### config.mk
export PLATFORM = sky130hd
export DESIGN_NAME = ipi_mailbox_ctrl
export DESIGN_NICKNAME = d
export VERILOG_FILES = /design/src/rtl/ipi_pkg.sv /design/src/rtl/ipi_decode.sv /design/src/rtl/ipi_slot.sv /design/src/rtl/ipi_mailbox_ctrl.sv
export SDC_FILE = /design/constraint.sdc
export NUM_CORES = 1
export LEC_CHECK = 0
export ABC_AREA = 1
export CAP_MARGIN = 0
export CORE_MARGIN = 3
export CORE_UTILIZATION = 50
export DETAILED_ROUTE_END_ITERATION = 16
export GPL_TIMING_DRIVEN = 0
export HOLD_SLACK_MARGIN = 0.06
export PLACE_DENSITY_LB_ADDON = 0.15
export SETUP_SLACK_MARGIN = 0.05
export SLEW_MARGIN = 10
export SYNTH_ARGS = -nofsm -noshare
export SYNTH_HDL_FRONTEND = slang
export SYNTH_HIERARCHICAL = 1
export SYNTH_SLANG_ARGS = --single-unit
### constraint.sdc
create_clock -name clk -period 3.7 [get_ports clk]
set_input_delay 0.74 -clock clk [delete_from_list [all_inputs] [get_ports clk]]
set_output_delay 0.74 -clock clk [all_outputs]
set_load 0.02 [all_outputs]
### src/rtl/ipi_pkg.sv
package ipi_pkg;
    localparam int MAX_CORES = 4;
    localparam int ID_W      = 14;
    localparam int PAY_W     = 16;
    localparam int DATA_W    = 32;
    localparam int ADDR_W    = 5;

    typedef enum logic { REG_CTRL = 1'b0, REG_STAT = 1'b1 } reg_sel_e;

    typedef struct packed {
        logic             ack;
        logic             send;
        logic [ID_W-1:0]  dst;
        logic [PAY_W-1:0] payload;
    } ctrl_word_t;

    typedef struct packed {
        logic             rsvd;
        logic             pending;
        logic [ID_W-1:0]  src;
        logic [PAY_W-1:0] payload;
    } stat_word_t;

    typedef struct packed {
        logic            wr_ctrl;
        logic [ID_W-1:0] src;
        ctrl_word_t      word;
    } cmd_t;

    function automatic stat_word_t deliver(input logic [ID_W-1:0] src,
                                           input logic [PAY_W-1:0] pay);
        stat_word_t s;
        s.rsvd    = 1'b0;
        s.pending = 1'b1;
        s.src     = src;
        s.payload = pay;
        return s;
    endfunction
endpackage

### src/rtl/ipi_decode.sv
module ipi_decode
    import ipi_pkg::*;
#(
    parameter int NCORES = 4
) (
    input  logic [ADDR_W-1:0] addr,
    input  logic              we,
    input  logic [DATA_W-1:0] wdata,
    output cmd_t              cmd,
    output logic [ID_W-1:0]   win,
    output reg_sel_e          rsel,
    output logic              win_ok
);
    always_comb begin
        win          = {{(ID_W-2){1'b0}}, addr[4:3]};
        rsel         = reg_sel_e'(addr[2]);
        win_ok       = win < ID_W'(NCORES);
        cmd.wr_ctrl  = we && win_ok && (rsel == REG_CTRL);
        cmd.src      = win;
        cmd.word     = ctrl_word_t'(wdata);
    end
endmodule

### src/rtl/ipi_slot.sv
module ipi_slot
    import ipi_pkg::*;
#(
    parameter int IDX = 0
) (
    input  logic              clk,
    input  logic              rst,
    input  cmd_t              cmd,
    output logic [DATA_W-1:0] ctrl_q,
    output stat_word_t        stat_q,
    output logic              irq
);
    logic own_wr, gen_hit, ack_hit;
    stat_word_t stat_d;

    always_comb begin
        own_wr  = cmd.wr_ctrl && (cmd.src == ID_W'(IDX));
        gen_hit = cmd.wr_ctrl && cmd.word.send && (cmd.word.dst == ID_W'(IDX));
        ack_hit = own_wr && cmd.word.ack;
        stat_d  = stat_q;
        if (gen_hit) stat_d = deliver(cmd.src, cmd.word.payload);
        if (ack_hit) stat_d.pending = 1'b0;
    end

    always_ff @(posedge clk) begin
        if (rst) begin
            ctrl_q <= '0;
            stat_q <= '0;
        end else begin
            if (own_wr) ctrl_q <= DATA_W'(cmd.word);
            stat_q <= stat_d;
        end
    end

    assign irq = stat_q.pending;


    ctrl_store_chk: assert property (@(posedge clk) disable iff (rst)
        own_wr |=> ctrl_q == $past(DATA_W'(cmd.word)));

    gen_deliver_chk: assert property (@(posedge clk) disable iff (rst)
        gen_hit && !ack_hit |=> irq && stat_q.src == $past(cmd.src)
                               && stat_q.payload == $past(cmd.word.payload));

    ack_clear_chk: assert property (@(posedge clk) disable iff (rst)
        ack_hit && !gen_hit |=> !irq && stat_q.src == $past(stat_q.src)
                               && stat_q.payload == $past(stat_q.payload));

    both_self_chk: assert property (@(posedge clk) disable iff (rst)
        ack_hit && gen_hit |=> !irq && stat_q.src == $past(cmd.src));

    hold_chk: assert property (@(posedge clk) disable iff (rst)
        !gen_hit && !ack_hit |=> $stable(stat_q));
endmodule

### src/rtl/ipi_mailbox_ctrl.sv
module ipi_mailbox_ctrl
    import ipi_pkg::*;
#(
    parameter int NCORES = 4
) (
    input  logic              clk,
    input  logic              rst,
    input  logic [ADDR_W-1:0] bus_addr,
    input  logic              bus_we,
    input  logic [DATA_W-1:0] bus_wdata,
    output logic [DATA_W-1:0] bus_rdata,
    output logic [NCORES-1:0] irq_out
);
    cmd_t            cmd;
    logic [ID_W-1:0] win;
    reg_sel_e        rsel;
    logic            win_ok;

    logic [DATA_W-1:0] ctrl_arr [NCORES];
    stat_word_t        stat_arr [NCORES];

    ipi_decode #(.NCORES(NCORES)) u_dec (
        .addr(bus_addr), .we(bus_we), .wdata(bus_wdata),
        .cmd(cmd), .win(win), .rsel(rsel), .win_ok(win_ok)
    );

    for (genvar g = 0; g < NCORES; g++) begin : g_slot
        ipi_slot #(.IDX(g)) u_slot (
            .clk(clk), .rst(rst), .cmd(cmd),
            .ctrl_q(ctrl_arr[g]), .stat_q(stat_arr[g]), .irq(irq_out[g])
        );
    end

    always_comb begin
        bus_rdata = '0;
        for (int i = 0; i < NCORES; i++) begin
            if (win_ok && win == ID_W'(i))
                bus_rdata = (rsel == REG_CTRL) ? ctrl_arr[i] : DATA_W'(stat_arr[i]);
        end
    end


    bad_dst_chk: assert property (@(posedge clk) disable iff (rst)
        cmd.wr_ctrl && cmd.word.send && !cmd.word.ack
        && cmd.word.dst >= ID_W'(NCORES) |=> $stable(irq_out));

    reset_clear_chk: assert property (@(posedge clk)
        rst |=> irq_out == '0);

    stat_wr_chk: assert property (@(posedge clk) disable iff (rst)
        bus_we && rsel == REG_STAT |=> $stable(irq_out));
endmodule

==> key figures <==
Status
  – Status: finished, final reports clean

STA
  – Final worst setup slack: about 0.028 ns
  – Fin crit period: between 3 and 4 ns
  – Setup TNS: 0 ns
  – Final setup vio count: 0
  – Clk_skew: 0 ns
  – RSZ-0062 raised after global routing: true
  – Fin. Hold Viols: 0
  – Fin. max-slew vios: 0
  – Worst Tran Pin Value: between 0.8 and 0.9 ns
  – Final period util: 0.992
  – Max Freq: around 270 MHz
  – Slew margin rel.: 0.435

Power
  – Max VDD drop: around 0.29 mV
  – Leakage: 7.96 nW
  – Power consumption: roughly 0.0063 W
  – Power Density: roughly 360 nW/um2

Synthesis
  – Post-synthesis xor/xnor area fraction: 0
  – Gate Count Post-Synth: 2350
  – Synth top area cells: dfxtp_1 33%, nand2_1 15%, a21oi_1 10%, nor2_1 9.9%, nand3_1 7.0%
  – Synth Area in Adders: 0
  – Compound-Gate Fraction of Synth Area: 0.115
  – Cell Area, Synth: 15300 um2
  – Register area share after synthesis: 0.330
  – #FFs+latches synth: approximately 250
  – Post-synth top area share: 0.330
  – Mean Syn Cell Area: approximately 6.5 um2
  – Largest family of logic cells by synthesized area: simple AND/OR/NAND/NOR gates
  – Yosys cell types: 28
  – Mux contribution to synthesized area: 0.0210
  – Synth Warn #: 6
  – Largest area contributor in the netlist: dfxtp_1
  – Post-Synth Simple-Gate Area: 0.379

Place
  – Post-place setup slack: -0.597 ns
  – GP Congestion: between 1 and 1.5
  – Area after DPL: 16200 um2
  – Final HPWL DP: a little over 40000 um
  – Port Buf Inserts: 39

Setup path
  – Worst Path Required: approximately 3.0 ns
  – Crit path DAT: between 2 and 3 ns
  – Worst reg2reg path depth: 2
  – Crit path kind: in -> out
  – RR Startpoint: g_slot[0].u_slot/stat_q[19]
  – Reg2Reg Setup Slack: around 3.0 ns
  – Launching element type of the critical path: input port
  – Crit path to: bus_rdata[31]
  – Critical-path maximum fanout: 10
  – R2R Path End: g_slot[0].u_slot/stat_q[19]
  – CP startpoint: bus_addr[2]
  – CP Capture Type: primary output

Floorplanning
  – Die width: about 180 um
  – Num rows: 63
  – Die Span Y: between 150 and 200 um
  – Initial Util: 0.511
  – # IOs: 76
  – Die area: between 30000 and 40000 um2
  – Core area: about 30000 um2

Cells and area
  – FF/Latch Area: 5040 um2
  – Fill count: 2987
  – # nets final: 2483
  – Ant diodes: 0
  – Leading cell type in the layout, fill and taps excluded: nand2_1
  – P&R area growth vs syn: 13.4%
  – Ratio of cells with drive above 1 in the final layout: 0.153
  – Area of the multi-input gates: approximately 8000 um2
  – Most frequent cells in the layout: 596 x nand2_1, 404 x nor2_1, 303 x a21oi_1
  – Design area: around 17000 um2

Clocking
  – CTS H-Tree Depth: 1
  – CTS clock-pin slew for the worst setup and hold paths: around 0.060 ns
  – Hold_buf cts: 0
  – CTS Buffer Depth: 3
  – CTS tree: done
  – Inserted Clock Buffers: 29
  – Clk_lat worst skew: ~0.55 ns
  – Clock sinks: between 200 and 300
  – Clk root buf: clkbuf_16

Global routing
  – First-pass GRT wire length: between 80000 and 90000 um
  – Largest net degree at the start of global routing: 14
  – Initial antenna violation count: 1
  – Congestion Overflow GR: 0
  – Total GRT Usage: 0.343
  – Vias in the first global route: roughly 14000

Detailed routing
  – DR vias: ~16000
  – # DRC: 0
  – Vias per Instance: roughly 5.6
  – 1st-pass router iterations: 8
  – Routed Antenna Nets: 0
  – Post-Route WL: around 58000 um
  – Initial drt markers: roughly 2000
  – Wire per inst: around 20 um

Hold path
  – HP Class: reg -> reg
  – Hold depth: 2

Job
  – Max-Cap Viols: 0
## sequential cells by signal, indices dropped and copies added (netlist names)
name	count
g_slot.u_slot/ctrl_q	128
g_slot.u_slot/stat_q	120
g_slot.u_slot/irq	4
## synthesized netlist by cell type, drive strengths merged
master and instances:
a21oi 316, buf 215, nand2 613, nand3b 42, conb 6, inv 154, or2 1, mux2i 32
o21ai 32, clkinv 1, nor2 445, nand3 221, clkbuf 20, dfxtp 252
## power by group
group | total, W | switching [W] | internal [W]
logic | 0.000535 | 0.000379 | 0.000156
clock network | 0.00303 | 0.00118 | 0.00185
registers | 0.00271 | 0.0000000348 | 0.00271
total | 0.00628 | 0.00156 | 0.00472
## critical path, cell delays in order
cell             delay [ns]
clkdlybuf4s50_1        0.50
buf_4                  0.16
buf_6                  0.19
buf_8                  0.19
mux2i_1                0.41
o21ai_0                0.15
nand2_1                0.11
a21oi_1                0.12
dlygate4sd2_1          0.35
## per-stage QoR
step | cells | hold WS, ns | util
floorplan | 2373 | 0.433 | -
global placement | 2802 | 0.453 | 0.543
detailed placement | 2802 | 0.456 | 0.543
CTS | 2852 | 0.466 | 0.579
global route | 2852 | 0.485 | 0.579
finish | 2852 | 0.467 | 0.579
## final cells by class
class,count,area share
multi-input combinational,1731,0.465
sequential,252,0.292
buffer,235,0.105
clock buffer,44,0.0516
inverter,155,0.0336
tap,390,0.0282
timing repair buffer,39,0.0189
clock inverter,6,0.00607
## how the worst min path moves through the flow
stage | from | end | slack, ns
finish | g_slot[2].u_slot/ctrl_q[31] | g_slot[2].u_slot/ctrl_q[31] | 0.47
global route | g_slot[2].u_slot/ctrl_q[31] | g_slot[2].u_slot/ctrl_q[31] | 0.48
CTS | g_slot[1].u_slot/ctrl_q[31] | g_slot[1].u_slot/ctrl_q[31] | 0.47
detailed placement | g_slot[1].u_slot/ctrl_q[31] | g_slot[1].u_slot/ctrl_q[31] | 0.46
global placement | g_slot[2].u_slot/ctrl_q[31] | g_slot[2].u_slot/ctrl_q[31] | 0.45
floorplan | g_slot[2].u_slot/ctrl_q[31] | g_slot[2].u_slot/ctrl_q[31] | 0.43
## timing repair
action / 4_1_cts / 5_1_grt
pin swaps: 1 / 3
setup endpoints to repair: 32 / 30
gates resized for setup: 83 / 40
setup buffers: 0 / 0
cloned: 0 / 0
## routing by layer
layer | global-route usage | wire length [um] | vias to the layer above | share of wire
met3 | 0.0874 | 7580 | 142 | 0.13
met1 | 0.474 | 23200 | 7259 | 0.40
li1 | - | - | 7529 | -
met2 | 0.511 | 24400 | 910 | 0.42
met4 | 0.138 | 2710 | 0 | 0.047
met5 | 0 | 0 | - | 0
## cell families after synthesis
group           Yosys count
compound gates          348
other cells               6
mux                      32
flops                   252
buf+inv                 390
simple gates           1322
No activity file was read; power rests on OpenSTA's default activity.
